<file path="config.mk">
export PLATFORM = sky130hd
export DESIGN_NAME = turbo_step_gov
export DESIGN_NICKNAME = d
export VERILOG_FILES = /design/src/rtl/turbo_step_gov.sv
export SDC_FILE = /design/constraint.sdc
export NUM_CORES = 1
export LEC_CHECK = 0
export ABC_AREA = 1
export ABC_CLOCK_PERIOD_IN_PS = 4200
export BUFFER_PORTS_ARGS = -buffer_cell sky130_fd_sc_hd__buf_2
export CAP_MARGIN = 10
export CORE_MARGIN = 4
export CORE_UTILIZATION = 51
export DETAILED_ROUTE_END_ITERATION = 12
export MAX_ROUTING_LAYER = met4
export PLACE_DENSITY = 0.77
export SYNTH_ARGS = -nofsm -noshare
export SYNTH_HDL_FRONTEND = slang
export SYNTH_SLANG_ARGS = --single-unit
</file>
<file path="constraint.sdc">
create_clock -name clk -period 4.2 [get_ports clk]
set_clock_uncertainty 0.2 [all_clocks]
set_input_delay 0.42 -clock clk [delete_from_list [all_inputs] [get_ports clk]]
set_output_delay 0.42 -clock clk [all_outputs]
set_load 0.01 [all_outputs]
</file>
<file path="src/rtl/turbo_step_gov.sv">
module turbo_step_gov #(
  parameter int FW          = 6,
  parameter int CW          = 4,
  parameter int TW          = 8,
  parameter int PW          = 8,
  parameter int TICK_CYCLES = 1000,
  parameter int TEMP_LIMIT  = 76,
  parameter int POWER_LIMIT = 115,
  parameter int BASE_MIN    = 12,
  parameter int BASE_MAX    = 24,
  parameter int CEIL_TOP    = 32,
  parameter int CEIL_FLOOR  = 28
) (
  input  logic          clk,
  input  logic          rst_n,
  input  logic          turbo_en,
  input  logic [FW-1:0] base_code,
  input  logic [CW-1:0] active_cores,
  input  logic [TW-1:0] temp_c,
  input  logic [PW-1:0] power_w,
  input  logic          current_over,
  output logic [FW-1:0] freq_code
);
  localparam int TCW   = $clog2(TICK_CYCLES + 1);
  localparam int STEPS = CEIL_TOP - CEIL_FLOOR;

  logic [TCW-1:0] cnt;
  logic           tick, idle, over;
  logic [FW-1:0]  base_c, ceil_c, nxt;

  assign tick = (cnt == TCW'(TICK_CYCLES - 1));
  assign idle = !turbo_en || (active_cores == '0);
  assign over = (temp_c > TW'(TEMP_LIMIT)) || (power_w > PW'(POWER_LIMIT)) || current_over;

  always_ff @(posedge clk or negedge rst_n)
    if (!rst_n)   cnt <= '0;
    else if (tick) cnt <= '0;
    else          cnt <= cnt + 1'b1;

  always_comb begin
    if (base_code < FW'(BASE_MIN))      base_c = FW'(BASE_MIN);
    else if (base_code > FW'(BASE_MAX)) base_c = FW'(BASE_MAX);
    else                                base_c = base_code;
  end

  always_comb begin
    if (active_cores == '0 || int'(active_cores) > STEPS) ceil_c = FW'(CEIL_FLOOR);
    else ceil_c = FW'(CEIL_TOP + 1 - int'(active_cores));
  end

  always_comb begin
    nxt = freq_code;
    if (over) begin
      if (freq_code != '0) nxt = freq_code - 1'b1;
    end else if (freq_code < ceil_c) begin
      nxt = freq_code + 1'b1;
    end
    if (nxt > ceil_c) nxt = ceil_c;
    if (nxt < base_c) nxt = base_c;
  end

  always_ff @(posedge clk or negedge rst_n)
    if (!rst_n)    freq_code <= FW'(BASE_MIN);
    else if (idle) freq_code <= base_c;
    else if (tick) freq_code <= nxt;

  a_r1_hold_between_ticks: assert property (@(posedge clk) disable iff (!rst_n)
    (!tick && !idle) |=> $stable(freq_code));

  a_r2_single_step_down: assert property (@(posedge clk) disable iff (!rst_n)
    (tick && !idle && over && freq_code > base_c && freq_code <= ceil_c)
      |=> (freq_code + 1'b1) == $past(freq_code));

  a_r4_within_ceiling: assert property (@(posedge clk) disable iff (!rst_n)
    (tick && !idle) |=> freq_code <= $past(ceil_c));

  a_r5_above_floor: assert property (@(posedge clk) disable iff (!rst_n)
    (tick && !idle) |=> freq_code >= $past(base_c));

  a_r7_idle_baseline: assert property (@(posedge clk) disable iff (!rst_n)
    idle |=> freq_code == $past(base_c));
endmodule

</file>
==> reports/qor.csv, run 1 <==
metric,value,unit
fin_nets,414,
setup_viol,6,
slew_violations,0,
cts.sinks,16,
yosysUniqueCellTypes,36,
routed_via_density,5.10,
yosysMostFrequentCell,nand2_1,
synth_edf_count,0,
peakVddDrop,0.331,mV
hold_start,cnt[2],
r2r_end,freq_code[1],
core_area,3690,um^2
status,"finished, violations left",
drt-initial-drc-count,75,
drtAntennaViolNets,0,
yosysTopAreaCellShare,17.9,%
violations,negative setup slack,
start_kind,input pin,
die_x,70.0,um
crit_type,input pin to flop,
reg2regPathDepth,22,
cts_tree,done,
grt_max_degree,17,
period_needed,4390,ps
cp_slowest_cell,ha_1,
antenna_cells,0,
numPortBuffers,33,
maxCapViolCount,0,
pwr-share-comb,78.5,%
fmax,228,MHz
synth_warnings,0,
worstMarginPinSlew,491,ps
cts_root_buf,clkbuf_8,
regArea,403,um^2
yosysSeqAreaShare,20.5,%
slew-limit-headroom,67.0,%
num_rows,22,
cts_buffer_depth,2,
p_clk_share,8.4,%
internal_power,0.804,mW
synth_common_cells,"nand2_1, inv_1, nand3_1",
async_flop_share,100,%
design_area,2800,um^2
wl_per_cell,12.9,um
worst_ep_arrival_time,4330,ps
clock_latency,250,ps
p_seq_share,13.1,%
clkTransAtPathRegs,60,ps
firstDrtPassIters,4,
hp-class,flop to flop,
synth_nets,338,
totalWireLength,5300,um
hpwl,3870,um
p_sw,0.782,mW
critPathMaxFanout,8,
syn_to_final_growth,42.9,%
dieArea,4900,um^2
grt_pass1_vias,2002,
die_h,70.0,um
min_path_cells,2,
critPathCaptureType,flop,
multi_input_area,1580,um^2
netSwitchingFraction,49.3,%
pin_count,36,
syn_area,1960,um^2
place.gp.congestion,0.861,
holdWs,330,ps
cts_made_buffers,3,
syn_inst,289,
worstPathRequired,4140,ps
finalWorstSetupSlack,-192,ps
rrSetupSlack,100,ps
overflow,0,
drc,0,
via_count,2102,
ys_top_cells_by_area,"dfrtp_1, ha_1, nand2_1, inv_1, nand3_1",
grt_first_pass_wirelength,8210,um
fillers,271,
cpMostUsedCell,nand2_4,
slowest_delay,280,ps
avgSynthCellArea,6.79,um^2
synth_top_cell_by_area,dfrtp_1,
ys.flop_type,dfrtp_1,
grt_usage,20.5,%
synth-seq-cells,16,
antenna_found_initial,0,
finalHoldViolCount,0,
start_util,53.2,%
r2r_start,freq_code[2],
period_share,105,%
cts.htree.levels,1,
final_layout_size_suffix_gt1_share,43.4,%
rsz0062_at_grt,true,
p_per_area,566,nW/um^2
dpl_cell_area,2480,um^2
p_leak,1.50,nW
whs_endpoint,cnt[2],
==> registers in the layout, indices dropped and copies added (netlist names) <==
name and cells:
cnt 10, freq_code 6
==> worst max-delay path by stage <==
| stage | startpoint | end | slack [ps] | depth (start not counted) |
|---|---|---|---|---|
| after CTS | active_cores[1] | freq_code[4] | -50 | 31 |
| after global routing | active_cores[1] | freq_code[1] | -410 | 33 |
| after global placement | active_cores[1] | freq_code[4] | -410 | 31 |
| after detailed placement | active_cores[1] | freq_code[4] | -510 | 34 |
| after floorplan | active_cores[1] | freq_code[4] | -60 | 31 |
| final | active_cores[1] | freq_code[1] | -190 | 33 |
==> through the flow <==
step,TNS (ps),util (%),setup slack [ps],total power [mW],instances
finish,-979,76.0,-192,1.59,412
floorplan,-239,-,-64.2,0.911,289
global route,-2290,76.0,-409,1.72,412
global placement,-2190,67.4,-410,1.16,398
detailed placement,-2790,67.4,-506,1.19,398
CTS,-213,71.4,-54.9,1.41,409
==> power by group through the flow <==
stage | clock (mW) | combinational, mW | sequential, mW
2_1_floorplan | 0 | 0.698 | 0.213
3_3_place_gp | 0 | 0.955 | 0.207
3_5_place_dp | 0 | 0.986 | 0.206
4_1_cts | 0.137 | 1.07 | 0.204
5_1_grt | 0.144 | 1.37 | 0.210
6_report | 0.134 | 1.25 | 0.207
==> layer usage <==
| layer | vias to the layer above | wire length (um) | GRT usage, % |
|---|---|---|---|
| met5 | - | 0 | - |
| met4 | 0 | 43 | 5.53 |
| met2 | 37 | 2880 | 36.8 |
| met3 | 8 | 149 | 1.87 |
| met1 | 978 | 2230 | 24.3 |
| li1 | 1079 | - | - |
==> critical path: cells and delay by family <==
family / cells / cell delay, ps
fa+ha+maj: 4 / 930
buf+inv: 4 / 340
compound gates: 5 / 740
simple gates: 20 / 1890
==> cell usage in the layout (no fill, tap or decap), types with 8 or more instances in the layout <==
master   synthesis  layout
dfrtp_1         14      14
nand2_2         13      17
nand2_1         56      49
o21ai_0         10       8
nand3_1         26      20
ha_1            19      11
nor2_1          23      19
inv_2           11      12
inv_1           44      41
buf_4            0      38
xor2_1           9       9
buf_2            2      32
==> kinds of logic after synthesis <==
group / share of synthesized area (%)
and+or+nand+nor: 40.6
buffers and inverters: 11.6
AOI/OAI and AO/OA: 10.1
adders and majority gates: 12.1
DFF: 20.5
xor gates and xnor gates: 4.85
other: 0.191
==> timing repair <==
action,4_1_cts,5_1_grt
resized for setup,11,29
hold endpoints to repair,14,0
endpoints found under the setup margin,6,6
buffers inserted,6,3
hold buffers,1,0
pin swaps,17,29
==> layout make-up <==
| class | instances | share of cell area [%] |
|---|---|---|
| clock buffer | 4 | 1.96 |
| multi-input combinational | 215 | 56.3 |
| tap | 48 | 2.14 |
| sequential | 16 | 14.4 |
| inverter | 55 | 7.59 |
| timing repair buffer | 74 | 17.6 |
Power figures use the tool's default switching activity.
==> inputs of run 2 (changes only) <==
Settings changed: CAP_MARGIN 10 to 20, CORE_ASPECT_RATIO set to 1.1.
==> reports/qor.csv, run 2 (synthesis results as in run 1) <==
metric,value,unit
status,"finished, violations left",
violations,negative setup slack,
overflow,0,
place.gp.congestion,0.839,
clkTransAtPathRegs,60,ps
path_buf_inv,4,
slew_violations,0,
routed_via_density,5.07,
antenna_cells,0,
cp_slowest_cell,ha_1,
grt_first_pass_wirelength,8090,um
period_share,103,%
rsz0062_at_grt,true,
via_count,2106,
wl_per_cell,12.2,um
cts.htree.levels,1,
cpMostUsedCell,nand2_4,
cts.sinks,16,
final_layout_size_suffix_gt1_share,44.4,%
worstPathRequired,4130,ps
critPathCaptureType,flop,
cts_root_buf,clkbuf_8,
critPathMaxFanout,8,
mostFrequentLayoutCell,nand2_1,
die_h,73.1,um
hold_start,cnt[0],
peakVddDrop,0.425,mV
fin_cells,415,
finish.utilization,76.1,%
cp.depth,31,
core_area,3680,um^2
r2r_end,freq_code[1],
crit_type,input pin to flop,
slew-limit-headroom,66.9,%
cts_tree,done,
rrSetupSlack,160,ps
regMostFlops,cnt,
fmax,232,MHz
endpoint,freq_code[1],
grt_max_degree,17,
antenna_found_initial,0,
drc,0,
pin_count,36,
firstDrtPassIters,4,
worst_ep_arrival_time,4240,ps
dp.cells,395,
clock_latency,240,ps
fin_nets,415,
r2r_start,freq_code[2],
cts_made_buffers,3,
reg.largest.list,"cnt: 10 flops, freq_code: 6 flops",
finalHoldViolCount,0,
cp-startpoint,active_cores[2],
start_util,53.3,%
p_per_area,543,nW/um^2
dpl_worst_slack,-447,ps
finalWorstSetupSlack,-106,ps
drt-initial-drc-count,87,
layout_common_cells,"nand2_1, inv_1, buf_4",
cts_buffer_depth,2,
p_leak,1.50,nW
numPortBuffers,33,
largest_reg_flops,10,
reg2regPathDepth,24,
grt_pass1_vias,2001,
start_kind,input pin,
drtAntennaViolNets,0,
syn_to_final_growth,42.9,%
setup_viol,6,
dieArea,4900,um^2
slowest_delay,310,ps
critPathTopFamily,simple AND/OR/NAND/NOR gates,
p_total,1.52,mW
worstMarginPinSlew,494,ps
num_rows,23,
grt_usage,21.3,%
totalWireLength,5070,um
maxCapViolCount,0,
die_x,67.1,um
period_needed,4310,ps
hp-class,flop to flop,
hpwl,3760,um
[run 2: cell types whose count changed in the layout (fill, tap and decap cells not counted), sizes merged]
cell,delta
buf,+1
[run 2: how the worst min path moves through the flow]
| stage | endpoint | cells past startpoint |
|---|---|---|
| after global placement | freq_code[0] | 1 |
| after CTS | cnt[0] | 3 |
| final | cnt[0] | 3 |
| after floorplan | cnt[0] | 0 |
| after detailed placement | cnt[8] | 1 |
| after global routing | cnt[2] | 2 |
[run 2: layout make-up]
type	instances	area, um^2
Fill cell	273	880
Clock buffer	4	45.0
Inverter	55	210
Tap cell	50	62.6
Timing Repair Buffer	75	493
Multi-Input combinational cell	215	1590
Sequential cell	16	403
[run 2: metal layers]
| layer | GRT usage, % | share of wire [%] | wire, um | up-vias |
|---|---|---|---|---|
| met1 | 25.0 | 42 | 2150 | 991 |
| met5 | - | 0 | 0 | - |
| met3 | 0.924 | 2.8 | 144 | 6 |
| li1 | - | - | - | 1078 |
| met2 | 39.3 | 54 | 2730 | 31 |
| met4 | 4.95 | 0.77 | 39 | 0 |
[run 2: worst reg2reg max path: stages, from the launching register on]
cell,delay [ps]
dfstp_2,640
inv_2,70
nor3_1,290
nand3_1,190
nor2_4,150
xor2_1,180
a21boi_2,100
ha_4,290
nand3_2,60
inv_1,80
nand3_1,90
nand2_2,100
nand2_4,110
buf_6,150
nand2_1,60
o21ai_2,70
ha_1,210
a21oi_2,170
nor2_2,50
a211oi_2,260
nand2_4,120
nand2_4,110
nand2_1,60
nand3_1,70
nand2_1,60
[run 2: power by group]
group          switching [mW]  total [mW]  internal (mW)  leakage (nW)
sequential             0.0379       0.217          0.179         0.198
clock                  0.0490       0.116         0.0671        0.0228
combinational           0.657        1.19          0.532          1.28
total                   0.744        1.52          0.778          1.50
[run 2: stage by stage]
| stage | hold slack, ps | area, um^2 | setup TNS (ps) |
|---|---|---|---|
| floorplan | -75.6 | 2050 | -239 |
| global placement | 141 | 2450 | -2140 |
| detailed placement | 147 | 2450 | -2420 |
| CTS | 343 | 2640 | -190 |
| global route | 360 | 2800 | -1900 |
| finish | 338 | 2800 | -456 |
[run 2: what timing repair did]
item / 4_1_cts / 5_1_grt
endpoints found under the hold margin: 14 / 0
hold buffers: 1 / 0
buffers inserted: 9 / 6
endpoints found under the setup margin: 6 / 6
pin swaps: 22 / 21
gates resized for setup: 15 / 24
==> inputs of run 3 (changes only) <==
Settings changed: ABC_AREA 1 to 0.
==> reports/qor.csv, run 3 <==
metric,value,unit
grt_first_pass_wirelength,9700,um
grt-busiest-layer,met2,
cts_root_buf,clkbuf_4,
dp.cells,362,
cts_tree,done,
start_kind,input pin,
hp-class,input pin to flop,
grt_use_met2,45.0,%
violations,negative setup slack,
reg2regPathDepth,28,
holdWs,207,ps
synth_warnings,0,
maxCapViolCount,0,
p_seq_share,14.1,%
yosysTopAreaCellShare,18.6,%
place.gp.congestion,0.880,
worstMarginPinSlew,494,ps
clock_latency,320,ps
grt_pass1_vias,2254,
synth-seq-cells,16,
dpl_cell_area,2560,um^2
layout_common_cells,"buf_4, buf_2, nor2_1",
async_flop_share,100,%
p_clk_share,8.4,%
grtUsageMet1,29.3,%
worst_ep_arrival_time,5960,ps
dieArea,4740,um^2
rsz0062_at_grt,true,
worstPathRequired,4230,ps
regArea,403,um^2
setup_viol,6,
slew_violations,0,
final_layout_size_suffix_gt1_share,48.5,%
die_x,66.0,um
firstDrtPassIters,4,
syn_to_final_growth,52.2,%
fin_nets,386,
netSwitchingFraction,41.1,%
antenna_found_initial,0,
r2r_start,freq_code[1],
fin_cells,384,
p_sw,0.526,mW
drtAntennaViolNets,0,
peakVddDrop,0.333,mV
met3_usage,4.39,%
yosysMostFrequentCell,nor2_1,
ys.flop_type,dfrtp_1,
yosysUniqueCellTypes,59,
design_area,2870,um^2
drc,0,
synth_edf_count,0,
crit_type,input pin to flop,
clkTransAtPathRegs,100,ps
largest_reg_flops,10,
fin_tns_setup,-9790,ps
cts_made_buffers,3,
slew-limit-headroom,66.6,%
totalWireLength,6090,um
finalHoldViolCount,0,
numPortBuffers,33,
cp_slowest_cell,or4_4,
internal_power,0.754,mW
routed_via_density,5.84,
wl_per_cell,15.9,um
finish.utilization,83.5,%
grt_max_degree,17,
period_needed,5930,ps
fillers,190,
reg.largest.list,"cnt: 10 flops, freq_code: 6 flops",
syn_inst,231,
start_util,54.9,%
grt_usage,26.3,%
drt-initial-drc-count,142,
whs_endpoint,freq_code[1],
r2r_end,freq_code[2],
status,"finished, violations left",
pwr-share-comb,77.5,%
hpwl,4110,um
hold_start,base_code[1],
yosysSeqAreaShare,21.3,%
rrSetupSlack,-1440,ps
overflow,0,
synth_top_cell_by_area,dfrtp_1,
die_h,71.8,um
synth_nets,280,
period_share,141,%
core_area,3440,um^2
multi_input_area,1550,um^2
p_per_area,445,nW/um^2
critPathCaptureType,flop,
via_count,2244,
min_path_cells,3,
critPathMaxFanout,6,
p_leak,1.38,nW
cts.htree.levels,1,
p_total,1.28,mW
antenna_cells,0,
dpl_worst_slack,-1990,ps
fmax,169,MHz
cts.sinks,16,
pin_count,36,
avgSynthCellArea,8.17,um^2
synth_common_cells,"nor2_1, nand2_1, ha_1",
regMostFlops,cnt,
ys_top_cells_by_area,"dfrtp_1, ha_1, nor2_1, nand2_1, mux2i_1",
mostFrequentLayoutCell,buf_4,
finalWorstSetupSlack,-1730,ps
num_rows,22,
cts_buffer_depth,2,
slowest_delay,410,ps
syn_area,1890,um^2
[run 3: cells by family after synthesis]
kind of cell / Yosys count / share of synthesized area, %
AND/OR/NAND/NOR: 98 / 27.1
AO/OA/AOI/OAI: 55 / 23.2
buffers and inverters: 23 / 6.03
adder cells (fa/ha/maj): 20 / 13.1
flip-flops: 16 / 21.3
XOR/XNOR: 10 / 4.64
multiplexers: 8 / 4.37
other: 1 / 0.199
[run 3: critical path: cells and delay by family]
| kind | cells | cell delay, ps |
|---|---|---|
| AOI/OAI and AO/OA | 15 | 2570 |
| adders and majority gates | 5 | 1130 |
| buffers and inverters | 6 | 590 |
| and+or+nand+nor | 8 | 1220 |
[run 3: how the worst max path moves through the flow]
stage	start	cells past startpoint	endpoint
2_1_floorplan	active_cores[1]	33	freq_code[2]
3_3_place_gp	active_cores[1]	34	freq_code[3]
3_5_place_dp	active_cores[1]	34	freq_code[2]
4_1_cts	active_cores[1]	34	freq_code[2]
5_1_grt	active_cores[2]	32	freq_code[3]
6_report	active_cores[1]	34	freq_code[2]
[run 3: routing by layer]
layer / wire length [um] / vias to the layer above
met5: 0 / -
met4: 197 / 0
met3: 441 / 20
met2: 3060 / 103
met1: 2390 / 1073
li1: - / 1048
[run 3: timing repair]
action                                  CTS  global route
pin swaps                                 5             3
gates cloned                              0             0
hold endpoints to repair                 14             0
hold buffers                              1             0
resized for setup                        19             8
endpoints found under the setup margin    6             6
setup buffers                            15             2
[run 3: area by class of cell]
class                           count  share of cell area, %
Inverter                           16                   2.66
Multi-Input combinational cell    192                   53.9
Sequential cell                    16                   14.0
Tap cell                           48                   2.09
Timing Repair Buffer              108                   26.1
Clock buffer                        4                   1.26
[run 3: power by group through the flow]
| stage | Clock, mW | Sequential, mW | Combinational [mW] |
|---|---|---|---|
| finish | 0.108 | 0.180 | 0.991 |
| detailed placement | 0 | 0.182 | 0.747 |
| CTS | 0.109 | 0.179 | 0.902 |
| global route | 0.113 | 0.182 | 1.06 |
| floorplan | 0 | 0.195 | 0.458 |
| global placement | 0 | 0.181 | 0.730 |
